**config.mk**
```make
export PLATFORM = sky130hd
export DESIGN_NAME = vr_fault_guard
export DESIGN_NICKNAME = d
export VERILOG_FILES = /design/src/rtl/vr_fault_pkg.sv /design/src/rtl/vfg_persist.sv /design/src/rtl/vfg_plane.sv /design/src/rtl/vfg_pgood.sv /design/src/rtl/vr_fault_guard.sv
export SDC_FILE = /design/constraint.sdc
export NUM_CORES = 1
export LEC_CHECK = 0
export BUFFER_PORTS_ARGS = -buffer_cell sky130_fd_sc_hd__buf_4
export CORE_MARGIN = 1.5
export CORE_UTILIZATION = 50
export CTS_CLUSTER_DIAMETER = 40
export DETAILED_ROUTE_END_ITERATION = 10
export HOLD_SLACK_MARGIN = 0.15
export PLACE_DENSITY = 0.69
export SYNTH_ARGS = -nofsm -noshare
export SYNTH_HDL_FRONTEND = slang
export SYNTH_HIERARCHICAL = 1
export SYNTH_SLANG_ARGS = --single-unit
```
**constraint.sdc**
```tcl
create_clock -name clk -period 2.35 [get_ports clk]
set_input_delay 0.47 -clock clk [delete_from_list [all_inputs] [get_ports clk]]
set_output_delay 0.47 -clock clk [all_outputs]
set_load 0.03 [all_outputs]
```
**src/rtl/vr_fault_pkg.sv**
```systemverilog
package vr_fault_pkg;
  typedef enum logic [1:0] {
    FK_NONE = 2'd0,
    FK_OVL  = 2'd1,
    FK_SHORT = 2'd2,
    FK_OVV  = 2'd3
  } fault_kind_t;

  typedef enum logic [1:0] {
    GC_RUN    = 2'd0,
    GC_ALLOFF = 2'd1,
    GC_CLAMP  = 2'd2
  } gate_code_t;

  function automatic gate_code_t kind_to_gate(input fault_kind_t k, input logic act);
    if (!act) return GC_ALLOFF;
    case (k)
      FK_OVL, FK_SHORT: return GC_ALLOFF;
      FK_OVV:           return GC_CLAMP;
      default:          return GC_RUN;
    endcase
  endfunction
endpackage

```
**src/rtl/vfg_persist.sv**
```systemverilog
module vfg_persist #(
  parameter int DLY = 16
) (
  input  logic clk,
  input  logic rst,
  input  logic clr,
  input  logic flag,
  output logic hit
);
  localparam int CW = $clog2(DLY + 1);
  logic [CW-1:0] cnt;

  assign hit = flag && (cnt == CW'(DLY - 1));

  always_ff @(posedge clk) begin
    if (rst || clr || !flag) cnt <= '0;
    else if (!hit)           cnt <= cnt + 1'b1;
  end
endmodule

```
**src/rtl/vfg_plane.sv**
```systemverilog
module vfg_plane
  import vr_fault_pkg::*;
#(
  parameter int OC_DLY = 16,
  parameter int SC_DLY = 4
) (
  input  logic        clk,
  input  logic        rst,
  input  logic        active,
  input  logic        oc,
  input  logic        sc,
  input  logic        ov,
  output fault_kind_t kind
);
  logic oc_hit, sc_hit;
  fault_kind_t kind_d;

  vfg_persist #(.DLY(OC_DLY)) u_ovl (
    .clk(clk), .rst(rst), .clr(!active), .flag(oc), .hit(oc_hit));
  vfg_persist #(.DLY(SC_DLY)) u_short (
    .clk(clk), .rst(rst), .clr(!active), .flag(sc), .hit(sc_hit));

  always_comb begin
    kind_d = kind;
    if (!active)               kind_d = FK_NONE;
    else if (kind == FK_NONE) begin
      if (ov)                  kind_d = FK_OVV;
      else if (sc_hit)         kind_d = FK_SHORT;
      else if (oc_hit)         kind_d = FK_OVL;
    end
  end

  always_ff @(posedge clk) begin
    if (rst) kind <= FK_NONE;
    else     kind <= kind_d;
  end
endmodule

```
**src/rtl/vfg_pgood.sv**
```systemverilog
module vfg_pgood #(
  parameter int NPL = 2
) (
  input  logic             clk,
  input  logic             rst,
  input  logic             active,
  input  logic [NPL-1:0]   faulted,
  input  logic [NPL-1:0]   plane_on,
  input  logic [NPL-1:0]   win_hi,
  input  logic [NPL-1:0]   win_lo,
  output logic             pgood
);
  logic [NPL-1:0] plane_ok;

  for (genvar p = 0; p < NPL; p++) begin : g_ok
    assign plane_ok[p] = !faulted[p] && (!plane_on[p] || (!win_hi[p] && !win_lo[p]));
  end

  always_ff @(posedge clk) begin
    if (rst) pgood <= 1'b0;
    else     pgood <= active && (&plane_ok);
  end
endmodule

```
**src/rtl/vr_fault_guard.sv**
```systemverilog
module vr_fault_guard
  import vr_fault_pkg::*;
#(
  parameter int NPL    = 2,
  parameter int OC_DLY = 10000,
  parameter int SC_DLY = 2000
) (
  input  logic             clk,
  input  logic             rst,
  input  logic             por_ok,
  input  logic             en,
  input  logic [NPL-1:0]   oc_flag,
  input  logic [NPL-1:0]   sc_flag,
  input  logic [NPL-1:0]   ov_flag,
  input  logic [NPL-1:0]   win_hi,
  input  logic [NPL-1:0]   win_lo,
  input  logic [NPL-1:0]   plane_on,
  output logic [2*NPL-1:0] gate_ovr,
  output logic [2*NPL-1:0] fault_kind,
  output logic             pgood
);
  logic active;
  logic [NPL-1:0] faulted;

  assign active = por_ok && en;

  for (genvar p = 0; p < NPL; p++) begin : g_plane
    fault_kind_t k;
    vfg_plane #(.OC_DLY(OC_DLY), .SC_DLY(SC_DLY)) u_plane (
      .clk(clk), .rst(rst), .active(active),
      .oc(oc_flag[p]), .sc(sc_flag[p]), .ov(ov_flag[p]), .kind(k));
    assign fault_kind[2*p +: 2] = k;
    assign gate_ovr[2*p +: 2]   = kind_to_gate(k, active && !rst);
    assign faulted[p]           = (k != FK_NONE);
  end

  vfg_pgood #(.NPL(NPL)) u_pg (
    .clk(clk), .rst(rst), .active(active), .faulted(faulted),
    .plane_on(plane_on), .win_hi(win_hi), .win_lo(win_lo), .pgood(pgood));
endmodule

```
Word-level counts from Yosys, hierarchy flattened

Cells that the tools add are included.

Bits of input ports: 16
Flip-flop bits (word level): 55
Output and inout port bits: 9
Logic and storage cells: 76

Reductions and logical operators: 44
$add $sub $neg: 4
Mux-type cells: 10
Bitwise logic cells: 1
Equal/unequal tests: 10

Operators by type and width:

| operator                | count |
|---|---|
| $add A14 B1 Y14 const B | 2 |
| $eq A14 B14 Y1 const B  | 2 |
| $add A11 B1 Y11 const B | 2 |
| $eq A11 B11 Y1 const B  | 2 |
| $mux W2                 | 8 |
| $logic_not A1 Y1        | 14 |
| $logic_and A1 B1 Y1     | 11 |
| $eq A2 B2 Y1 const B    | 4 |
| $pmux W2 S2             | 2 |
| $logic_or A1 B1 Y1      | 7 |
| $reduce_and A2 Y1       | 3 |
| $reduce_bool A3 Y1      | 2 |
| $reduce_or A2 Y1        | 3 |
| $eq A2 B1 Y1 const B    | 2 |
| $logic_not A2 Y1        | 2 |
| $reduce_bool A2 Y1      | 2 |
| $not A1 Y1              | 1 |

Logic depth before layout (Yosys ltp)

Gate-level depths: netlist of run 1.

Word-level depth: 6
Gate-level depth with buffers: 6
Gate-level depth less buffers: 6

Modules after synthesis

Netlist of run 1, hierarchy kept.

By module, submodules not included:

| module                                       | times used | seq. area each (um2) | area each (um2) | cells an instance |
|---|---|---|---|---|
| vfg_persist (g_plane[0].u_plane.u_ovl ...)   | 2          | 280.3                | 713.2           | 80 |
| vfg_persist (g_plane[0].u_plane.u_short ...) | 2          | 220.2                | 573.0           | 65 |
| vfg_plane                                    | 2          | 40.0                 | 96.3            | 11 |
| vr_fault_guard                               | 1          | 0.0                  | 122.6           | 15 |
| vfg_pgood                                    | 1          | 20.0                 | 45.0            | 5 |

Least setup slack after synthesis of run 1

Ideal clock, no wire load.

Path type: register to output
From: reg g_plane[0].u_plane.kind[0]
To: out gate_ovr[0]
Cell stages (with the launch flop): 4
Path slack: 578 ps
Data arrival time: 1302 ps
Buffers on the path: 0
Data required time: 1880 ps
Cells stage by stage: dfxtp_1 inv_1 ha_1 nand4bb_1

Cells in the longest elaborated chain, start to end: 4
Elaborated cells between the ends (all ways): 6
Classes of those cells: eq/ne: 3; mux: 2; reduce/logical: 1

Ends and longest elaborated chain:

| what                                         | RTL line             | text |
|---|---|---|
| start, declared                              | vfg_plane.sv:13      | `output fault_kind_t kind` |
| start signal, assigned                       | vfg_plane.sv:35      | `else kind <= kind_d;` |
| $eq A2 B1 Y1 or $eq A2 B2 Y1 (tied branches) | vr_fault_pkg.sv:17   | `case (k)` |
| $reduce_or A2 Y1                             | vr_fault_pkg.sv:17   |  |
| $pmux W2 S2 *                                | vr_fault_pkg.sv:17   |  |
| $mux W2 *                                    | vr_fault_pkg.sv:17   |  |
| end, declared                                | vr_fault_guard.sv:18 | `output logic [2*NPL-1:0] gate_ovr,` |

Mark *: on every way between the ends. The rest lies on a longest branch, timed or not.

Worst setup path in the final report of run 1

From: reg g_plane[1].u_plane.kind[0]
To: out gate_ovr[2]

Cells in the longest elaborated chain, start to end: 4
Elaborated cells between the ends (all ways): 6
Classes of those cells: eq/ne: 3; mux: 2; reduce/logical: 1

Ends and longest elaborated chain:

| what                                         | RTL line |
|---|---|
| start, declared                              | vfg_plane.sv:13 |
| start signal, assigned                       | vfg_plane.sv:35 |
| $eq A2 B1 Y1 or $eq A2 B2 Y1 (tied branches) | vr_fault_pkg.sv:17 |
| $reduce_or A2 Y1                             | vr_fault_pkg.sv:17 |
| $pmux W2 S2 *                                | vr_fault_pkg.sv:17 |
| $mux W2 *                                    | vr_fault_pkg.sv:17 |

Marks and branches as above.

==> summary.md, run 1 <==
| Metric | Value |
|---|---|
| Drt first pass iters | `4` |
| CTS HTree Levels | `2` |
| Layout cells sized above 1 | `16.43%` |
| Top post-synthesis cells by area | `dfxtp_1 (38%), a21oi_1 (5.1%), mux2i_1 (4.1%)` |
| Cells on worst reg2reg path | `6` |
| Post-DP HPWL | `4100 µm` |
| Die width | `79.59 µm` |
| Routed vias | `2470` |
| CP delay by family, top | `flip-flops` |
| Fillcell total | `512` |
| Post-CTS sizing | `0` |
| Multi-input gate area | `1664 µm²` |
| Port Buffers | `24` |
| Post-synth top area cell | `dfxtp_1` |
| Mapped Cells | `332` |
| Synth top area share | `37.54%` |
| Post-synth ARST share | `0%` |
| Placed instance count | `418` |
| Commonest non-fill, non-tap cell in the layout | `dfxtp_1` |
| Maximum fanout along the worst path | `6` |
| Routed WL per cell | `13.60 µm` |
| Status | `complete, no violations` |
| Reg clk slew, reported paths | `100 ps` |
| Synthesized cell area | `2933 µm²` |
| Row count | `27` |
| Peak supply drop | `0.2826 mV` |
| YS warnings | `6` |
| R2r setup slk | `570 ps` |
| Synthesized area per cell | `8.834 µm²` |
| Residual DRC | `0` |
| Num CTS Buffers | `5` |
| Largest net degree at the start of global routing | `17` |
| Reg-to-reg endpoint | `g_plane[1].u_plane/kind[0]` |
| Clock Tree Buf Depth | `2` |
| Critical path buffer and inverter count | `2` |
| Final ANT Viol Nets | `0` |
| Die footprint | `6334 µm²` |
| Crit Reg-Reg Startpoint | `g_plane[1].u_plane/u_ovl/cnt[0]` |
| Final Slew Violations | `0` |
| Number of hold violations in the final report | `0` |
| Vias in the first global route | `2119` |
| Crit Path Category | `reg -> out` |
| Mapped Nets | `356` |
| Hold Crit Class | `in -> reg` |
| Setup crit end kind | `primary output` |
| Netlist cell types | `45` |
| Crit start category | `flop` |
| Post-synth EDFFs | `0` |
| CP max-delay cell | `dfxtp_1` |
| Setup violations, final | `0` |
| Ys flop type | `dfxtp_1` |
| Non-filler cells, final | `425` |
| Initial Utilization | `52.62%` |
| CP max stage delay | `450 ps` |
| Most frequent cells in the layout | `dfxtp_1 (55), a21oi_1 (30), nand2_1 (26), buf_4 (26), inv_1 (24)` |
| GRT Resource Usage Total | `19.36%` |
| Worst hold start | `win_hi[0]` |
| Vias per cell | `5.812` |
| Number of max-cap violations | `0` |
| Root Driver | `clkbuf_8` |
| Placeable core region | `5574 µm²` |
| Final Wtd Congestion | `0.8070` |
| Hold endpoint | `u_pg/pgood` |
| Initial drt markers | `116` |
| Die span in y | `79.59 µm` |
| Crit path cell chain | `inv_1 > ha_1 > nand4bb_1 > buf_4` |
| #FFs+latches synth | `55` |
| Initial antenna violation count | `0` |
| Area growth syn-to-layout | `10.49%` |
| Unrepaired setup endpoints after global routing | `false` |
| Total setup buffers inserted after CTS | `0` |
| Layout Nets | `377` |
| Routed WL | `5779 µm` |
| Post-Route Skew | `8.115 ps` |
| Worst Max-Slew Pin Slew | `475.1 ps` |
| Worst-Skew Late Latency | `310 ps` |
| Post-synthesis sequential area ratio | `37.54%` |
| Clock sink count | `55` |
| TritonCTS clock tree | `built` |
| Final Critical Period | `1962 ps` |
| Leak pwr | `1.087 nW` |
| Crit path DAT | `1490 ps` |
| Crit path required time | `1880 ps` |
| PD cells | `476.5 nW/µm²` |
| Setup_tns | `0 ps` |
| First-pass GRT wire length | `9639 µm` |
| Register Area | `1101 µm²` |
| Max Freq | `509.7 MHz` |
| Ports | `25` |
| Max-slew headroom | `67.88%` |
| Ant diodes | `0` |
| Hold-fix buffers, CTS | `0` |
| Hold path cells | `3` |
| GR Overflow Total | `0` |
| Period utilization | `83.49%` |
[tightest hold or removal path, cell delays in order]
cell and delay [ps]:
buf_4 70, o21ai_0 60, and3_1 140
[layout make-up]
cell class              count  share of cell area, %
multi-input cells         239                  51.35
flip-flops and latches     55                  33.98
repair buffers             26                  6.023
inverters                  26                  3.320
well taps                  72                  2.780
clock buffers               5                  2.124
clock inverters             2                 0.4247
[through the flow]
stage          area (µm²)  worst slack (ps)  total power, mW  hold WS (ps)  utilization (%)
5_1_grt              3241             303.6            1.608         469.8            58.14
4_1_cts              3241             369.1            1.569         446.2            58.14
6_report             3241             387.9            1.544         463.2            58.14
3_3_place_gp         3158             599.1            1.043         457.5            56.66
2_1_floorplan        2933             577.5            1.004         441.6                -
3_5_place_dp         3158             574.3            1.045         468.6            56.66
[logic make-up (layout without fill, tap and decap cells)]
| kind of cell | after synthesis | in the layout | synth area share [%] |
|---|---|---|---|
| AND/OR/NAND/NOR | 135 | 135 | 31.06 |
| AO/OA/AOI/OAI | 84 | 84 | 18.17 |
| flip-flops | 55 | 55 | 37.54 |
| buffers and inverters | 38 | 59 | 5.717 |
| multiplexers | 12 | 12 | 4.096 |
| adder cells (fa/ha/maj) | 8 | 8 | 3.413 |
[where the power goes]
group / internal [mW] / leakage, nW / total (mW) / switching [mW]
clock network: 0.205 / 0.0440 / 0.521 / 0.316
logic: 0.0390 / 0.599 / 0.0810 / 0.0420
registers: 0.936 / 0.443 / 0.942 / 0.00605
[worst max-delay path by stage]
stage                                          startpoint                    endpoint  cells past startpoint
after floorplan                g_plane[0].u_plane/kind[0]                 gate_ovr[0]                      3
after global placement    g_plane[1].u_plane/u_ovl/cnt[0]  g_plane[1].u_plane/kind[0]                      6
after detailed placement                       oc_flag[0]  g_plane[0].u_plane/kind[0]                      6
after CTS                      g_plane[1].u_plane/kind[0]                 gate_ovr[2]                      4
after global routing           g_plane[0].u_plane/kind[0]                 gate_ovr[0]                      4
final                          g_plane[1].u_plane/kind[0]                 gate_ovr[2]                      4
[layer usage]
layer,vias up,track usage (%),share of wire (%)
met5,-,0,0
met4,0,7.895,1.7
met3,7,3.543,3.5
met2,36,30.17,43
met1,1147,26.23,51
li1,1280,-,-
[Yosys cell counts (3+ instances only)]
| cell | number |
|---|---|
| dfxtp_1 | 55 |
| nand3_1 | 18 |
| nor4_1 | 4 |
| buf_2 | 6 |
| and3_1 | 3 |
| clkbuf_1 | 4 |
| a31o_2 | 4 |
| mux2i_1 | 12 |
| o31ai_1 | 12 |
| nand4_1 | 10 |
| o21ai_0 | 18 |
| nand4bb_1 | 6 |
| ha_1 | 8 |
| or3b_1 | 4 |
| or3_1 | 10 |
| a31oi_1 | 6 |
| nand2b_1 | 10 |
| nand2_1 | 26 |
| a21oi_1 | 30 |
| nor2_1 | 4 |
| inv_1 | 24 |
| o21a_1 | 4 |
| or4_1 | 12 |
[registers in the layout (all words and copies together), names as in the netlist]
| register | count |
|---|---|
| g_plane.u_plane/kind | 4 |
| g_plane.u_plane/u_ovl/cnt | 28 |
| g_plane.u_plane/u_short/cnt | 22 |
| u_pg/pgood | 1 |
No activity file was read; power rests on OpenSTA's default activity.
==> inputs of run 2 (changes only) <==
--- a/config.mk
+++ b/config.mk
@@ -11,7 +11,7 @@
 export CTS_CLUSTER_DIAMETER = 40
 export DETAILED_ROUTE_END_ITERATION = 10
 export HOLD_SLACK_MARGIN = 0.15
-export PLACE_DENSITY = 0.69
+export PLACE_DENSITY = 0.71
 export SYNTH_ARGS = -nofsm -noshare
 export SYNTH_HDL_FRONTEND = slang
 export SYNTH_HIERARCHICAL = 1
==> constraint.sdc (replaced) <==
create_clock -name clk -period 1.8 [get_ports clk]
set_input_delay 0.36 -clock clk [delete_from_list [all_inputs] [get_ports clk]]
set_output_delay 0.36 -clock clk [all_outputs]
set_load 0.03 [all_outputs]
==> summary.md, run 2 (synthesis results as in run 1) <==
| Metric | Value |
|---|---|
| Max-slew headroom | `66.68% (-1.2 points)` |
| Routed vias | `2553 (+3.4%)` |
| Setup_tns | `0 ps (unchanged)` |
| Post-Route Skew | `8.673 ps (+0.5570 ps)` |
| CP max-delay cell | `dfxtp_4` |
| Crit Path Category | `reg -> out` |
| Number of hold violations in the final report | `0 (unchanged)` |
| Port Buffers | `24 (unchanged)` |
| Status | `complete, no violations` |
| Crit path from | `g_plane[0].u_plane/kind[0]` |
| Critical path buffer and inverter count | `2 (unchanged)` |
| Clock Tree Buf Depth | `2 (unchanged)` |
| Number of max-cap violations | `0 (unchanged)` |
| Max Freq | `582.4 MHz` |
| Register Area | `1112 µm² (+1.0%)` |
| Largest net degree at the start of global routing | `17 (unchanged)` |
| Peak supply drop | `0.4804 mV (+70%)` |
| Ant diodes | `0 (unchanged)` |
| Worst path depth | `4 (unchanged)` |
| Crit Reg-Reg Startpoint | `g_plane[0].u_plane/u_ovl/cnt[0]` |
| First-pass GRT wire length | `10670 µm (+11%)` |
| Initial antenna violation count | `0 (unchanged)` |
| Leak pwr | `1.122 nW (+3.2%)` |
| WL met2 | `2977 µm (+19%)` |
| TritonCTS clock tree | `built` |
| WL met3 | `180 µm (-12%)` |
| Fillcell total | `497 (-2.9%)` |
| Routed WL | `6230 µm (+7.8%)` |
| Initial drt markers | `124 (+6.9%)` |
| Crit start category | `flop` |
| Most frequent cells in the layout | `dfxtp_1 (50), buf_4 (32), a21oi_1 (30)` |
| Commonest non-fill, non-tap cell in the layout | `dfxtp_1` |
| Crit path DAT | `1360 ps (-130 ps)` |
| Hold Crit Class | `in -> reg` |
| Hold-fix buffers, CTS | `0 (unchanged)` |
| Num CTS Buffers | `5 (unchanged)` |
| Period utilization | `95.39%` |
| Residual DRC | `0 (unchanged)` |
| Die footprint | `6334 µm² (unchanged)` |
| Root Driver | `clkbuf_8` |
| Drt first pass iters | `4 (unchanged)` |
| Max reg flops | `28 (unchanged)` |
| Final ANT Viol Nets | `0 (unchanged)` |
| Largest regs | `g_plane.u_plane/u_ovl/cnt: 28 flops, g_plane.u_plane/u_short/cnt: 22 flops, g_plane.u_plane/kind: 4 flops` |
| CP delay by family, top | `flip-flops` |
| Most flop-heavy register | `g_plane.u_plane/u_ovl/cnt` |
| CP max stage delay | `360 ps (-90 ps)` |
| Worst Max-Slew Pin Slew | `497.7 ps (+22.56 ps)` |
| Placeable core region | `5574 µm² (unchanged)` |
| Top layer reached by signal wires | `met4` |
| CP endpoint | `gate_ovr[0]` |
| Clock sink count | `55 (unchanged)` |
| CTS HTree Levels | `2 (unchanged)` |
| PD cells | `631.5 nW/µm² (+33%)` |
| Met1 WL | `3026 µm (+2.0%)` |
| Die width | `79.59 µm (unchanged)` |
| Final Wtd Congestion | `0.7696 (-4.6%)` |
| Cells on worst reg2reg path | `6 (unchanged)` |
| Final Critical Period | `1717 ps` |
| GRT Resource Usage Total | `20.92% (+1.6 points)` |
| Reg clk slew, reported paths | `100 ps (about the same)` |
| Layout cells sized above 1 | `19.72% (+3.3 points)` |
| GR Overflow Total | `0 (unchanged)` |
| Crit path required time | `1440 ps (-440 ps)` |
| Setup violations, final | `0 (unchanged)` |
| Initial Utilization | `52.62% (unchanged)` |
| Final Slew Violations | `0 (unchanged)` |
| Vias per cell | `5.910 (+1.7%)` |
| Maximum fanout along the worst path | `3 (-3)` |
| Worst-Skew Late Latency | `310 ps (about the same)` |
| Layout Nets | `383 (+1.6%)` |
| Crit path cell chain | `inv_1 > ha_1 > nand4bb_1 > buf_4` |
| Unrepaired setup endpoints after global routing | `false` |
| Final Util | `59.57% (+1.4 points)` |
| Row count | `27 (unchanged)` |
| Area growth syn-to-layout | `13.23%` |
| Ports | `25 (unchanged)` |
| Vias in the first global route | `2391 (+13%)` |
| Setup crit end kind | `primary output` |
| Routed WL per cell | `14.42 µm (+6.1%)` |
| R2r setup slk | `90 ps (-480 ps)` |
| Post-DP HPWL | `4476 µm (+9.2%)` |
| Multi-input gate area | `1667 µm² (+0.15%)` |
| Reg-to-reg endpoint | `g_plane[0].u_plane/kind[0]` |
| Die span in y | `79.59 µm (unchanged)` |
## run 2: cell count changes in the layout (fill, tap and decap cells not counted)
cell        previous run  this run
ha_1                   8         7
dfxtp_2                0         3
clkinvlp_4             0         1
buf_4                 26        32
dfxtp_4                0         2
ha_2                   0         1
clkinv_2               1         0
clkbuf_8               5         7
clkinv_4               3         2
dfxtp_1               55        50
## run 2: final cells by class
type                       count  area share, %
clock buffer                   7          2.901
clock inverter                 1         0.2261
inverter                      26          3.240
multi-input combinational    239          50.19
sequential                    55          33.50
tap                           72          2.713
timing repair buffer          32          7.234
## run 2: timing repair
action / CTS / global route
gates cloned: 0 / 0
endpoints found under the setup margin: 2 / 3
buffers inserted: 0 / 1
pin swaps: 0 / 0
resized for setup: 3 / 5
## run 2: per-layer routing
layer	vias up	global-route usage, %
li1	1293	-
met1	1218	27.84
met2	38	34.92
met3	4	3.200
met4	0	5.965
met5	-	0
## run 2: stage by stage
stage / std cells / power, mW / setup WS [ps] / hold slack [ps] / cell area [µm²]
after global routing: 432 / 2.184 / 5.455 / 352.5 / 3321
after CTS: 431 / 2.123 / 16.06 / 354.4 / 3304
final: 432 / 2.097 / 83.00 / 363.5 / 3321
after detailed placement: 423 / 1.367 / 95.27 / 465.5 / 3196
after floorplan: 332 / 1.311 / 137.5 / 441.6 / 2933
after global placement: 423 / 1.364 / 155.1 / 457.1 / 3196
## run 2: worst min-delay path by stage
stage | depth (start not counted) | startpoint | to | slack (ps)
after floorplan | 2 | g_plane[0].u_plane/u_short/cnt[10] | g_plane[0].u_plane/u_short/cnt[10] | 440
after global placement | 2 | g_plane[0].u_plane/u_short/cnt[10] | g_plane[0].u_plane/u_short/cnt[10] | 460
after detailed placement | 2 | g_plane[1].u_plane/u_short/cnt[10] | g_plane[1].u_plane/u_short/cnt[10] | 470
after CTS | 3 | ov_flag[0] | g_plane[0].u_plane/kind[1] | 350
after global routing | 3 | win_hi[0] | u_pg/pgood | 350
final | 3 | win_hi[0] | u_pg/pgood | 360
## run 2: worst reg2reg max path, cell delays in order, from the launching register on
cell	delay, ps
dfxtp_1	400
ha_1	270
nand3_4	90
or4_4	510
clkinv_4	80
nand2b_1	70
a221oi_2	210
## run 2: where the power goes
part / internal (mW) / total (mW) / switching (mW)
combinational: 0.0527 / 0.111 / 0.0585
sequential: 1.22 / 1.23 / 0.00640
clock: 0.351 / 0.759 / 0.408
total: 1.62 / 2.10 / 0.473
